## src/rtl/trim_pkg.sv

```systemverilog
package trim_pkg;

    localparam int unsigned DEF_ERR_W       = 16;
    localparam int unsigned DEF_WIN_LEN     = 100;
    localparam int unsigned DEF_HIST_DEPTH  = 10;
    localparam int unsigned DEF_DAC_W       = 16;
    localparam int unsigned DEF_NUDGE_LIMIT = 5;

    // Classification of one window error by the step rule.
    typedef enum logic [1:0] {
        STEP_NONE   = 2'd0,
        STEP_NUDGE  = 2'd1,
        STEP_SCALED = 2'd2
    } step_kind_e;

    // Bits needed to hold the value n itself.
    function automatic int unsigned bits_for(input int unsigned n);
        return (n < 2) ? 1 : $clog2(n + 1);
    endfunction

endpackage

```

## src/rtl/trim_window_acc.sv

```systemverilog
module trim_window_acc
    import trim_pkg::*;
#(
    parameter int unsigned ERR_W   = DEF_ERR_W,
    parameter int unsigned WIN_LEN = DEF_WIN_LEN,
    parameter int unsigned WE_W    = ERR_W + bits_for(WIN_LEN)
) (
    input  logic                    clk,
    input  logic                    rst,
    input  logic                    clear,
    input  logic                    smp_valid,
    input  logic signed [ERR_W-1:0] smp_err,
    output logic                    win_done,
    output logic signed [WE_W-1:0]  win_err
);

    localparam int unsigned CNT_W = bits_for(WIN_LEN);
    localparam logic [CNT_W-1:0] CNT_LAST = CNT_W'(WIN_LEN - 1);

    typedef struct packed {
        logic [CNT_W-1:0]       cnt;
        logic signed [WE_W-1:0] acc;
    } win_state_t;

    win_state_t             st_q;
    logic signed [WE_W-1:0] smp_ext;
    logic signed [WE_W-1:0] acc_sum;
    logic                   last_smp;

    always_comb begin
        smp_ext  = {{(WE_W-ERR_W){smp_err[ERR_W-1]}}, smp_err};
        acc_sum  = st_q.acc + smp_ext;
        last_smp = smp_valid && (st_q.cnt == CNT_LAST);
    end

    always_ff @(posedge clk) begin
        if (rst || clear) begin
            st_q     <= '0;
            win_done <= 1'b0;
            win_err  <= '0;
        end else begin
            win_done <= 1'b0;
            if (last_smp) begin
                win_err  <= acc_sum;
                win_done <= 1'b1;
                st_q     <= '0;
            end else if (smp_valid) begin
                st_q.cnt <= st_q.cnt + CNT_W'(1);
                st_q.acc <= acc_sum;
            end
        end
    end

endmodule

```

## src/rtl/trim_step_rule.sv

```systemverilog
module trim_step_rule
    import trim_pkg::*;
#(
    parameter int unsigned WE_W        = 23,
    parameter int unsigned DAC_W       = DEF_DAC_W,
    parameter int unsigned NUDGE_LIMIT = DEF_NUDGE_LIMIT
) (
    input  logic                   clk,
    input  logic                   rst,
    input  logic                   apply,
    input  logic signed [WE_W-1:0] win_err,
    output logic [DAC_W-1:0]       dac_code,
    output logic                   dac_update
);

    localparam int unsigned SUM_W = ((DAC_W > WE_W) ? DAC_W : WE_W) + 3;
    localparam logic [DAC_W-1:0] DAC_MID = {1'b1, {(DAC_W-1){1'b0}}};
    localparam logic signed [SUM_W-1:0] DAC_TOP = {{(SUM_W-DAC_W){1'b0}}, {DAC_W{1'b1}}};
    localparam logic [WE_W:0] NUDGE_LIM = (WE_W+1)'(NUDGE_LIMIT);

    logic signed [SUM_W-1:0] err_ext;
    logic signed [SUM_W-1:0] err_abs;
    logic [WE_W:0]           err_mag;
    logic signed [SUM_W-1:0] step_val;
    logic signed [SUM_W-1:0] target;
    logic [DAC_W-1:0]        dac_q;
    logic [DAC_W-1:0]        dac_nxt;
    step_kind_e              kind;

    always_comb begin
        err_ext = {{(SUM_W-WE_W){win_err[WE_W-1]}}, win_err};
        err_abs = err_ext[SUM_W-1] ? -err_ext : err_ext;
        err_mag = err_abs[WE_W:0];

        if (err_ext == '0) begin
            kind = STEP_NONE;
        end else if (err_mag < NUDGE_LIM) begin
            kind = STEP_NUDGE;
        end else begin
            kind = STEP_SCALED;
        end

        case (kind)
            STEP_NUDGE:  step_val = err_ext[SUM_W-1] ? '1 : SUM_W'(1);
            STEP_SCALED: step_val = err_ext <<< 1;
            default:     step_val = '0;
        endcase

        target = {{(SUM_W-DAC_W){1'b0}}, dac_q} + step_val;

        if (target[SUM_W-1]) begin
            dac_nxt = '0;
        end else if (target > DAC_TOP) begin
            dac_nxt = '1;
        end else begin
            dac_nxt = target[DAC_W-1:0];
        end
    end

    always_ff @(posedge clk) begin
        if (rst) begin
            dac_q      <= DAC_MID;
            dac_update <= 1'b0;
        end else begin
            dac_update <= 1'b0;
            if (apply && (dac_nxt != dac_q)) begin
                dac_q      <= dac_nxt;
                dac_update <= 1'b1;
            end
        end
    end

    assign dac_code = dac_q;

endmodule

```

## src/rtl/trim_lock_hist.sv

```systemverilog
module trim_lock_hist
    import trim_pkg::*;
#(
    parameter int unsigned WE_W       = 23,
    parameter int unsigned HIST_DEPTH = DEF_HIST_DEPTH,
    parameter int unsigned Q_W        = WE_W + bits_for(HIST_DEPTH) + 1
) (
    input  logic                   clk,
    input  logic                   rst,
    input  logic                   clear,
    input  logic                   push,
    input  logic signed [WE_W-1:0] win_err,
    input  logic [Q_W-1:0]         lock_thresh,
    output logic signed [Q_W-1:0]  quality,
    output logic                   locked
);

    localparam int unsigned FILL_W = bits_for(HIST_DEPTH);
    localparam logic [FILL_W-1:0] FILL_FULL = FILL_W'(HIST_DEPTH);

    typedef struct packed {
        logic [FILL_W-1:0]     fill;
        logic signed [Q_W-1:0] sum;
        logic                  locked;
    } lock_state_t;

    logic signed [WE_W-1:0] tap [HIST_DEPTH];

    // Shift line of past window errors; cleared entries read as zero.
    for (genvar g = 0; g < HIST_DEPTH; g++) begin : g_stage
        logic signed [WE_W-1:0] ent_q;
        logic signed [WE_W-1:0] ent_in;
        if (g == 0) begin : g_head
            assign ent_in = win_err;
        end else begin : g_body
            assign ent_in = tap[g-1];
        end
        always_ff @(posedge clk) begin
            if (rst || clear) begin
                ent_q <= '0;
            end else if (push) begin
                ent_q <= ent_in;
            end
        end
        assign tap[g] = ent_q;
    end

    lock_state_t           st_q;
    lock_state_t           st_nxt;
    logic signed [Q_W-1:0] new_ext;
    logic signed [Q_W-1:0] old_ext;
    logic [Q_W-1:0]        sum_mag;

    always_comb begin
        new_ext = {{(Q_W-WE_W){win_err[WE_W-1]}}, win_err};
        old_ext = {{(Q_W-WE_W){tap[HIST_DEPTH-1][WE_W-1]}}, tap[HIST_DEPTH-1]};
        st_nxt.sum  = st_q.sum + new_ext - old_ext;
        st_nxt.fill = (st_q.fill == FILL_FULL) ? FILL_FULL : st_q.fill + FILL_W'(1);
        sum_mag     = st_nxt.sum[Q_W-1] ? -st_nxt.sum : st_nxt.sum;
        st_nxt.locked = (st_nxt.fill == FILL_FULL) && (sum_mag <= lock_thresh);
    end

    always_ff @(posedge clk) begin
        if (rst || clear) begin
            st_q <= '0;
        end else if (push) begin
            st_q <= st_nxt;
        end
    end

    assign quality = st_q.sum;
    assign locked  = st_q.locked;

endmodule

```

## src/rtl/osc_trim_ctrl.sv

```systemverilog
module osc_trim_ctrl
    import trim_pkg::*;
#(
    parameter int unsigned ERR_W       = DEF_ERR_W,
    parameter int unsigned WIN_LEN     = DEF_WIN_LEN,
    parameter int unsigned HIST_DEPTH  = DEF_HIST_DEPTH,
    parameter int unsigned DAC_W       = DEF_DAC_W,
    parameter int unsigned NUDGE_LIMIT = DEF_NUDGE_LIMIT,
    localparam int unsigned WE_W       = ERR_W + bits_for(WIN_LEN),
    localparam int unsigned Q_W        = WE_W + bits_for(HIST_DEPTH) + 1
) (
    input  logic                    clk,
    input  logic                    rst,
    input  logic                    err_valid,
    input  logic signed [ERR_W-1:0] err_in,
    input  logic                    holdover,
    input  logic [Q_W-1:0]          lock_thresh,
    output logic [DAC_W-1:0]        dac_code,
    output logic                    dac_update,
    output logic signed [Q_W-1:0]   quality_sum,
    output logic                    locked
);

    logic                   win_done;
    logic signed [WE_W-1:0] win_err;
    logic                   win_fire;

    // A window closing in the same cycle as holdover is discarded.
    assign win_fire = win_done && !holdover;

    trim_window_acc #(
        .ERR_W   (ERR_W),
        .WIN_LEN (WIN_LEN),
        .WE_W    (WE_W)
    ) u_window (
        .clk       (clk),
        .rst       (rst),
        .clear     (holdover),
        .smp_valid (err_valid),
        .smp_err   (err_in),
        .win_done  (win_done),
        .win_err   (win_err)
    );

    trim_step_rule #(
        .WE_W        (WE_W),
        .DAC_W       (DAC_W),
        .NUDGE_LIMIT (NUDGE_LIMIT)
    ) u_step (
        .clk        (clk),
        .rst        (rst),
        .apply      (win_fire),
        .win_err    (win_err),
        .dac_code   (dac_code),
        .dac_update (dac_update)
    );

    trim_lock_hist #(
        .WE_W       (WE_W),
        .HIST_DEPTH (HIST_DEPTH),
        .Q_W        (Q_W)
    ) u_hist (
        .clk         (clk),
        .rst         (rst),
        .clear       (holdover),
        .push        (win_fire),
        .win_err     (win_err),
        .lock_thresh (lock_thresh),
        .quality     (quality_sum),
        .locked      (locked)
    );

endmodule

```

## config.mk

```make
export PLATFORM = sky130hd
export DESIGN_NAME = osc_trim_ctrl
export DESIGN_NICKNAME = d
export VERILOG_FILES = /design/src/rtl/trim_pkg.sv /design/src/rtl/trim_window_acc.sv /design/src/rtl/trim_step_rule.sv /design/src/rtl/trim_lock_hist.sv /design/src/rtl/osc_trim_ctrl.sv
export SDC_FILE = /design/constraint.sdc
export NUM_CORES = 1
export LEC_CHECK = 0
export ABC_AREA = 1
export ABC_CLOCK_PERIOD_IN_PS = 4700
export BUFFER_PORTS_ARGS = -buffer_cell sky130_fd_sc_hd__buf_4
export CAP_MARGIN = 20
export CORE_UTILIZATION = 35
export DETAILED_ROUTE_END_ITERATION = 8
export GPL_TIMING_DRIVEN = 0
export SLEW_MARGIN = 25
export SYNTH_ARGS = -nofsm -noshare
export SYNTH_HDL_FRONTEND = slang
export SYNTH_SLANG_ARGS = --single-unit
```

## constraint.sdc

```tcl
create_clock -name clk -period 4.7 [get_ports clk]
set_input_delay 0.94 -clock clk [delete_from_list [all_inputs] [get_ports clk]]
set_output_delay 0.94 -clock clk [all_outputs]
set_load 0.01 [all_outputs]
```

After elaboration in Yosys (flattened, before gate mapping)
Cells that the tools add are included.
{"block": "word_totals", "regBits": 334, "inputBits": 48, "output_inout_bits": 46, "wordCells": 55}
{"block": "op_classes", "addsub": 8, "order_cmp": 3, "eq_ne": 6, "n_mux": 11, "reduce_logical": 8}
{"cell": "$pmux W26 S2", "count": 1}
{"cell": "$mux W16", "count": 2}
{"cell": "$add A28 B23 Y28", "count": 1}
{"cell": "$le A28 B28 Y1", "count": 1}
{"cell": "$mux W28", "count": 1}
{"cell": "$neg A28 Y28", "count": 1}
{"cell": "$sub A28 B23 Y28", "count": 1}
{"cell": "$add A16 B26 Y26", "count": 1}
{"cell": "$gt A26 B17 Y1 const B", "count": 1}
{"cell": "$logic_not A26 Y1", "count": 1}
{"cell": "$mux W26", "count": 1}
{"cell": "$lt A24 B3 Y1 const B", "count": 1}
{"cell": "$mux W24", "count": 1}
{"cell": "$neg A23 Y24", "count": 1}
{"cell": "$add A23 B16 Y23", "count": 1}
{"cell": "$ne A16 B16 Y1", "count": 1}
{"cell": "$eq A4 B4 Y1 const B", "count": 2}
{"cell": "$add A7 B1 Y7 const B", "count": 1}
{"cell": "$eq A7 B7 Y1 const B", "count": 1}
{"cell": "$add A4 B1 Y4 const B", "count": 1}
{"cell": "$logic_and A1 B1 Y1", "count": 4}
{"cell": "$mux W2", "count": 2}
{"cell": "$mux W4", "count": 1}
{"cell": "$eq A2 B1 Y1 const B", "count": 1}
{"cell": "other kinds (5)", "count": 6}

Logic depth before layout (Yosys ltp)
Gate-level depths: netlist of run 1.
{"block": "depth", "word_depth": 14, "ltp_mapped": 45, "ltp_nobuf": 44}

Cells and area by module
Synthesis of run 1 repeated with hierarchy kept, for this count alone.
{"block": "hier_totals", "cells_unflattened": 3189, "area_unflattened_um2": 20817.5}
{"module": "trim_lock_hist", "n_inst": 1, "cells_per_inst": 1992, "area_each_um2": 13839.5, "seq_area_each_um2": 5265.0}
{"module": "trim_window_acc", "n_inst": 1, "cells_per_inst": 590, "area_each_um2": 3623.5, "seq_area_each_um2": 1081.0}
{"module": "trim_step_rule", "n_inst": 1, "cells_per_inst": 605, "area_each_um2": 3344.5, "seq_area_each_um2": 340.3}
{"module": "osc_trim_ctrl", "n_inst": 1, "cells_per_inst": 2, "area_each_um2": 10.0, "seq_area_each_um2": 0.0}

Least setup slack after synthesis of run 1
No wires, ideal clock.
{"block": "synth_timing", "path_kind": "register to register", "from": "register u_window.win_err[15]", "to": "register u_hist.st_q, in the netlist u_hist.locked", "setup_ns": 0.132, "arrival_ns": 4.541, "t_required_ns": 4.568, "setup_slack_ns": 0.027, "stages_incl_launch_ff": 39, "period_less_slack_ns": 4.673, "cell_sequence": "dfxtp_1 buf_2 inv_1 fa_1 inv_1 ha_1 nand2_1 inv_2 nand2_1 nor3_1 nand4_1 nand3_1 nand2_1 nand2_1 nand2_1 nand2_1 nand3_1 o21ai_1 [... 3 more ...] inv_2 clkbuf_1 o21ai_1 xor2_1 ha_1 nand2_1 inv_1 nand3_1 nor3_1 nand2_1 o2111ai_1 a21boi_0 o21ai_0 nand2_1 a21boi_0 o22ai_1 nand4_1 a21oi_1"}
{"block": "synth_via", "elab_chain_len": 6}
{"element": "start: declaration", "line_no": "trim_window_acc.sv:14", "source": "output logic signed [WE_W-1:0] win_err"}
{"element": "start signal: assignment", "line_no": "trim_window_acc.sv:44", "source": "win_err <= acc_sum;"}
{"element": "$add A28 B23 Y28 (*)", "line_no": "trim_lock_hist.sv:57", "source": "st_nxt.sum = st_q.sum + new_ext - old_ext;"}
{"element": "$sub A28 B23 Y28 (*)", "line_no": "trim_lock_hist.sv:57"}
{"element": "$neg A28 Y28", "line_no": "trim_lock_hist.sv:59", "source": "sum_mag = st_nxt.sum[Q_W-1] ? -st_nxt.sum : st_nxt.sum;"}
{"element": "$mux W28 (*)", "line_no": "trim_lock_hist.sv:59"}
{"element": "$le A28 B28 Y1 (*)", "line_no": "trim_lock_hist.sv:60", "source": "st_nxt.locked = (st_nxt.fill == FILL_FULL) && (sum_mag <= lock_thresh);"}
{"element": "$logic_and A1 B1 Y1 (*)", "line_no": "trim_lock_hist.sv:60"}
{"element": "end signal: assignment", "line_no": "trim_lock_hist.sv:67", "source": "st_q <= st_nxt;"}
{"element": "end: declaration", "line_no": "trim_lock_hist.sv:48", "source": "lock_state_t st_q;"}
Mark *: on every way between the ends. The rest lies on a longest branch, timed or not.
A chain may end at the register's enable or synchronous reset.

Worst setup path after layout of run 1
{"block": "layout_timing", "from": "register u_window.win_err[8]", "to": "register u_step.dac_q[12] (netlist: u_step.dac_code[12])"}
{"block": "layout_via", "elab_chain_len": 13}
{"element": "$neg A23 Y24", "line_no": "trim_step_rule.sv:32", "source": "err_abs = err_ext[SUM_W-1] ? -err_ext : err_ext;"}
{"element": "$mux W24", "line_no": "trim_step_rule.sv:32"}
{"element": "$lt A24 B3 Y1", "line_no": "trim_step_rule.sv:37", "source": "end else if (err_mag < NUDGE_LIM) begin"}
{"element": "$mux W2", "line_no": "trim_step_rule.sv:37"}
{"element": "$mux W2", "line_no": "trim_step_rule.sv:35", "source": "if (err_ext == '0) begin"}
{"element": "$eq A2 B2 Y1 or $eq A2 B1 Y1 (tied branches)", "line_no": "trim_step_rule.sv:43", "source": "case (kind)"}
{"element": "$pmux W26 S2 (*)", "line_no": "trim_step_rule.sv:43"}
{"element": "$add A16 B26 Y26 (*)", "line_no": "trim_step_rule.sv:49", "source": "target = {{(SUM_W-DAC_W){1'b0}}, dac_q} + step_val;"}
{"element": "$gt A26 B17 Y1", "line_no": "trim_step_rule.sv:53", "source": "end else if (target > DAC_TOP) begin"}
{"element": "$mux W16", "line_no": "trim_step_rule.sv:53"}
{"element": "$mux W16 (*)", "line_no": "trim_step_rule.sv:51", "source": "if (target[SUM_W-1]) begin"}
{"element": "$ne A16 B16 Y1", "line_no": "trim_step_rule.sv:66", "source": "if (apply && (dac_nxt != dac_q)) begin"}
{"element": "$logic_and A1 B1 Y1", "line_no": "trim_step_rule.sv:66"}
{"element": "end signal: assignment", "line_no": "trim_step_rule.sv:67", "source": "dac_q <= dac_nxt;"}
{"element": "end: declaration", "line_no": "trim_step_rule.sv:26", "source": "logic [DAC_W-1:0] dac_q;"}
Marks and branches as above.

==> flow_summary.json, run 1 <==
{
  "status": "finished with violations",
  "finalCritPeriodShare": 1.09,
  "p_leak_nw": 11.4,
  "async_flop_share": 0,
  "hold_path.class": "flip-flop to flip-flop",
  "p_int_mw": 4.71,
  "postCtsHoldBufs": 0,
  "max-slew-margin-rel": 0.395,
  "endpoint_kind": "flip-flop",
  "synth_ff_type": "dfxtp_1",
  "switching_power_mw": 1.42,
  "cts_max_level": 2,
  "cts_root_buffer": "clkbuf_16",
  "p_seq_frac": 0.464,
  "p_sw_frac": 0.232,
  "crit_top_cell": "nand2_1",
  "p_clk_frac": 0.487,
  "power.density_nw_per_um2": 263,
  "ys_ff_latch": 334,
  "grt.total_usage": 0.210,
  "die_h_um": 235,
  "vdd_drop_max_v": 0.000279,
  "critPathMaxStageDelay_ns": 0.40,
  "final_max_slew_viol_count": 0,
  "drv_cap": 0,
  "rr_worst_depth": 46,
  "routed_wl_um": 58400,
  "max_freq_ghz": 0.194,
  "placed_cell_area_um2": 20500,
  "fin_area_um2": 23300,
  "skew_ns": 0.0289,
  "violations": "setup timing",
  "fillers": 5358,
  "finalHoldViolCount": 0,
  "crit_required_ns": 5.16,
  "hold-path-cell-count": 2,
  "syn_area_um2": 18900,
  "cts_tree": "yes",
  "yosysWarningCount": 0,
  "clkTransAtPathRegs_ns": 0.06,
  "min_from": "u_hist.g_stage[4].ent_q[21]",
  "clock_latency_ns": 0.57,
  "clock_sinks": 334,
  "finalCriticalPeriod_ns": 5.14,
  "power_frac_comb": 0.048,
  "arrival_ns": 5.60,
  "wl_met3_um": 2970,
  "first_pass_iters": 5,
  "wire_per_inst_um": 16.2,
  "syn_nets": 2861,
  "fin_util": 0.440,
  "finish.net_count": 3071,
  "setup_slack_ns": -0.443,
  "grt_max_degree": 15,
  "reg2reg_slack_ns": -0.44,
  "wl_met2_um": 26800,
  "cp_slowest_cell": "fa_2",
  "whs_ns": 0.446,
  "coreArea_um2": 53000,
  "dr.max_layer_used": "met5",
  "die-area_um2": 55000,
  "syn_inst": 2685,
  "row_count": 84,
  "clock_path_buffers": 3,
  "ys_types": 55,
  "grt_overflow": 0,
  "grt_pass1_wl_um": 90500,
  "drc": 0,
  "worst_setup_path_start_kind": "flip-flop",
  "dp_slack_ns": -1.70,
  "antenna_found_initial": 1,
  "timing.rr.start": "u_window.win_err[8]",
  "initial_core_util": 0.357,
  "r2r_end": "u_step.dac_code[12]",
  "area_growth_pct": 23.0,
  "drt_iter0_markers": 1250,
  "synth_edf_count": 0,
  "finalPower_mw": 6.12,
  "io_buffers": 93,
  "ioPinCount": 94,
  "dp_hpwl_um": 44300,
  "viasPerCell": 4.97,
  "synth_seq_area_share": 0.353,
  "via_count": 17900,
  "hold_path_end": "u_hist.g_stage[5].ent_q[21]",
  "cts_made_buffers": 38,
  "cp_max_fo": 6,
  "crit_type": "flip-flop to flip-flop",
  "fp.dieW_um": 235,
  "drtAntennaViolNets": 0,
  "finalSetupViolations": 18,
  "syn_area_per_cell_um2": 7.05,
  "final_layout_size_suffix_gt1_frac": 0.168,
  "globalplace.congestion": 0.960,
  "worst_pin_slew_ns": 0.908,
  "rsz0062_at_grt": "yes",
  "num_antenna_cells": 0,
  "grt_pass1_vias": 17000,
  "m1WireLength_um": 27000
}
metal layers:
metal | global-route usage | vias to the layer above
met5 | 0 | -
met4 | 0.0601 | 2
met3 | 0.0274 | 97
met2 | 0.348 | 452
met1 | 0.284 | 8398
li1 | - | 8996
placed cells by master, fill, tap and decap left out, drive strengths merged, types with 4 or more instances in the layout:
cell type,count
a211oi,5
a21o,4
a21oi,257
a31oi,4
buf,216
clkbuf,160
clkinv,9
clkinvlp,8
dfxtp,334
fa,29
ha,99
inv,432
nand2,403
nand3,88
nand3b,5
nand4,29
nor2,324
nor3,29
nor4,6
o211ai,22
o21a,7
o21ai,307
o21bai,9
o22ai,22
or2,4
xnor2,27
xor2,64
cell usage after synthesis (27+ instances only):
cell,n,area share
xor2_1,64,0.030
nand2_1,392,0.078
nand4_1,28,0.0093
nand3_1,80,0.021
fa_1,29,0.031
inv_1,430,0.085
nor2_1,300,0.059
a21oi_1,256,0.068
dfxtp_1,334,0.35
ha_1,99,0.065
xnor2_1,27,0.012
buf_4,29,0.012
nor3_1,28,0.0074
o21ai_0,304,0.080
clkbuf_1,106,0.021
flip-flops by register name (all words and copies together) (netlist names):
name,count
u_step.dac_update,1
u_hist.g_stage.ent_q,230
u_window.win_err,23
u_window.win_done,1
u_hist.locked,1
u_window.st_q,30
u_hist.quality,28
u_hist.st_q,4
u_step.dac_code,16
power groups by stage:
| stage | clock, mW | sequential [mW] | combinational, mW |
|---|---|---|---|
| 6_report | 2.99 | 2.84 | 0.295 |
| 5_1_grt | 3.18 | 2.84 | 0.332 |
| 4_1_cts | 3.05 | 2.85 | 0.292 |
| 3_5_place_dp | 0 | 2.91 | 0.287 |
| 3_3_place_gp | 0 | 2.91 | 0.280 |
| 2_1_floorplan | 0 | 2.91 | 0.181 |
final cells by class:
type / count / area, um2 / share of cell area
buffer: 154 / 790 / 0.0339
clock buffer: 52 / 1060 / 0.0457
clock inverter: 13 / 194 / 0.00833
inverter: 439 / 1680 / 0.0720
multi-input combinational: 1758 / 10600 / 0.454
sequential: 334 / 6720 / 0.289
tap: 688 / 861 / 0.0370
timing repair buffer: 170 / 1400 / 0.0602
critical path: cells and delay by family (launching register included):
kind	cells	cell delay (ns)
xor+xnor	1	0.15
compound gates	4	0.45
buf+inv	9	1.04
flops	1	0.37
fa+ha+maj	1	0.40
simple gates	31	2.60
how the worst max path moves through the flow:
stage	from	end	slack, ns	cells past startpoint
after floorplan	u_window.win_err[15]	u_hist.locked	0.03	38
after global placement	u_window.win_err[17]	u_hist.locked	-1.71	37
after detailed placement	u_window.win_err[17]	u_hist.locked	-1.70	37
after CTS	u_window.win_err[16]	u_hist.locked	-0.46	38
after global routing	u_window.win_err[7]	u_step.dac_code[9]	-0.78	46
final	u_window.win_err[8]	u_step.dac_code[12]	-0.44	46
through the flow:
stage / std cells / setup TNS, ns
floorplan: 2685 / 0
global placement: 3466 / -18.65
detailed placement: 3466 / -18.72
CTS: 3591 / -4.29
global route: 3608 / -13.41
finish: 3608 / -7.56
repair_timing:
action	4_1_cts	5_1_grt
pin swaps	45	45
gates resized for setup	142	103
setup endpoints to repair	18	18
gates cloned	3	1
setup buffers	57	16
hold endpoints to repair	0	0
cells by family (layout without fill, tap and decap cells):
family	count (synthesis)	count (layout)	share of synthesized area
AOI/OAI and AO/OA	648	648	0.182
xor gates and xnor gates	91	91	0.0421
adders and majority gates	128	128	0.0961
buffers and inverters	593	828	0.126
DFF	334	334	0.353
and+or+nand+nor	891	891	0.201
Power figures use the tool's default switching activity.
==> run 2: changes to the inputs <==
CORE_ASPECT_RATIO = 0.6   (was default)
==> run 2 against run 1 <==
The flow still finishes with violations (setup timing). Sequential power barely moved. Critical path depth fell by 4. Routed wire length rose by 5.5%. First-iteration DRC count rose by 35%. Core utilization rose by 0.59 points. Non-clock buffer count rose by 24. Clock power fell by 4%. Critical path type unchanged. Highest routed layer is now met4.
==> flow_summary.json, run 2 (synthesis results as in run 1) <==
{
  "cts_tree": "yes",
  "die_h_um": 182,
  "largest_register_ff_count": 230,
  "cts_root_buffer": "clkbuf_16",
  "drv_cap": 0,
  "critPathMaxStageDelay_ns": 0.37,
  "violations": "setup timing",
  "crit_type": "flip-flop to flip-flop",
  "max-slew-margin-rel": 0.431,
  "finalHoldViolCount": 0,
  "p_leak_nw": 11.5,
  "grt_pass1_vias": 16600,
  "final_layout_size_suffix_gt1_frac": 0.191,
  "grt_overflow": 0,
  "timing.rr.start": "u_window.win_err[7]",
  "placed_cell_area_um2": 20500,
  "final_common_cell": "inv_1",
  "routed_wl_um": 61600,
  "clock_path_buffers": 3,
  "endpoint_kind": "flip-flop",
  "via_count": 18400,
  "worst_setup_path_start_kind": "flip-flop",
  "globalplace.congestion": 0.945,
  "first_pass_iters": 8,
  "final_max_slew_viol_count": 0,
  "wire_per_inst_um": 16.9,
  "max_freq_ghz": 0.186,
  "clock_sinks": 334,
  "finalPower_mw": 6.01,
  "num_antenna_cells": 0,
  "worstSetupStartpoint": "u_window.win_err[7]",
  "die-area_um2": 55100,
  "initial_core_util": 0.358,
  "finish.net_count": 3092,
  "row_count": 65,
  "min_from": "u_hist.g_stage[3].ent_q[20]",
  "grt.total_usage": 0.215,
  "crit_top_cell": "nand2_2",
  "area_growth_pct": 24.6,
  "worst_pin_slew_ns": 0.850,
  "ioPinCount": 94,
  "fp.dieW_um": 302,
  "fin_util": 0.446,
  "finalCritPeriodShare": 1.14,
  "antenna_found_initial": 3,
  "drt_iter0_markers": 1682,
  "rsz0062_at_grt": "yes",
  "fin_area_um2": 23600,
  "top_register": "u_hist.g_stage.ent_q",
  "status": "finished with violations",
  "cp_slowest_cell": "dfxtp_4",
  "clock_latency_ns": 0.55,
  "viasPerCell": 5.04,
  "postCtsHoldBufs": 0,
  "setup_slack_ns": -0.681,
  "cts_max_level": 2,
  "skew_ns": 0.0272,
  "coreArea_um2": 52900,
  "drtAntennaViolNets": 0,
  "finalCriticalPeriod_ns": 5.38,
  "hold_path.class": "flip-flop to flip-flop",
  "crit_required_ns": 5.13,
  "vdd_drop_max_v": 0.000247,
  "arrival_ns": 5.81,
  "grt_max_degree": 18,
  "timing.setup.tns_ns": -11.35,
  "drc": 0,
  "io_buffers": 93,
  "cts_made_buffers": 35,
  "cp_max_fo": 6,
  "finalSetupViolations": 18,
  "power.density_nw_per_um2": 255,
  "grt_pass1_wl_um": 92400,
  "mostFrequentLayoutCells": "inv_1, nand2_1, dfxtp_1",
  "dp_hpwl_um": 47000,
  "clkTransAtPathRegs_ns": 0.07
}
run 2: final timing paths:
path	to	slack (ns)	depth (start not counted)
worst min register to register	u_hist.g_stage[3].ent_q[20]	0.46	2
worst max-delay path	u_step.dac_code[4]	-0.68	42
worst min-delay path	u_hist.g_stage[3].ent_q[20]	0.46	2
worst max register to register	u_step.dac_code[4]	-0.68	42
run 2: where the power goes:
group | leakage [nW] | internal [mW] | switching [mW]
clock network | 0.572 | 1.60 | 1.26
logic | 8.20 | 0.108 | 0.201
registers | 2.70 | 2.84 | 0.00629
total | 11.5 | 4.54 | 1.47
run 2: worst max-delay path: cells and delay by family, from the launching register on:
kind	cells	cell delay, ns
buffers and inverters	6	0.83
AND/OR/NAND/NOR	30	3.04
AO/OA/AOI/OAI	3	0.37
flip-flops	1	0.37
XOR/XNOR	1	0.20
adder cells (fa/ha/maj)	2	0.44
run 2: stage by stage:
step	hold WS, ns	setup WS, ns	instances
floorplan	0.430	0.0270	2685
global placement	0.442	-1.29	3481
detailed placement	0.447	-1.38	3481
CTS	0.456	-0.444	3613
global route	0.470	-1.03	3645
finish	0.456	-0.681	3645
run 2: layout make-up:
class / instances / area, um2
Clock buffer: 42 / 953
Fill cell: 5257 / 29400
Clock inverter: 21 / 218
Timing Repair Buffer: 194 / 1580
Inverter: 439 / 1690
Multi-Input combinational cell: 1758 / 10800
Sequential cell: 334 / 6720
Buffer: 154 / 792
Tap cell: 703 / 880
run 2: metal layers:
layer,wire length [um],track usage,vias up
met1,31300,0.342,8580
li1,-,-,9050
met3,5440,0.0439,77
met4,1140,0.0440,0
met5,0,0,-
met2,23700,0.290,653
run 2: timing repair:
| item | in CTS | in global routing |
|---|---|---|
| cloned | 3 | 0 |
| pin swaps | 55 | 68 |
| setup endpoints to repair | 18 | 18 |
| resized for setup | 162 | 135 |
| setup buffers | 66 | 32 |
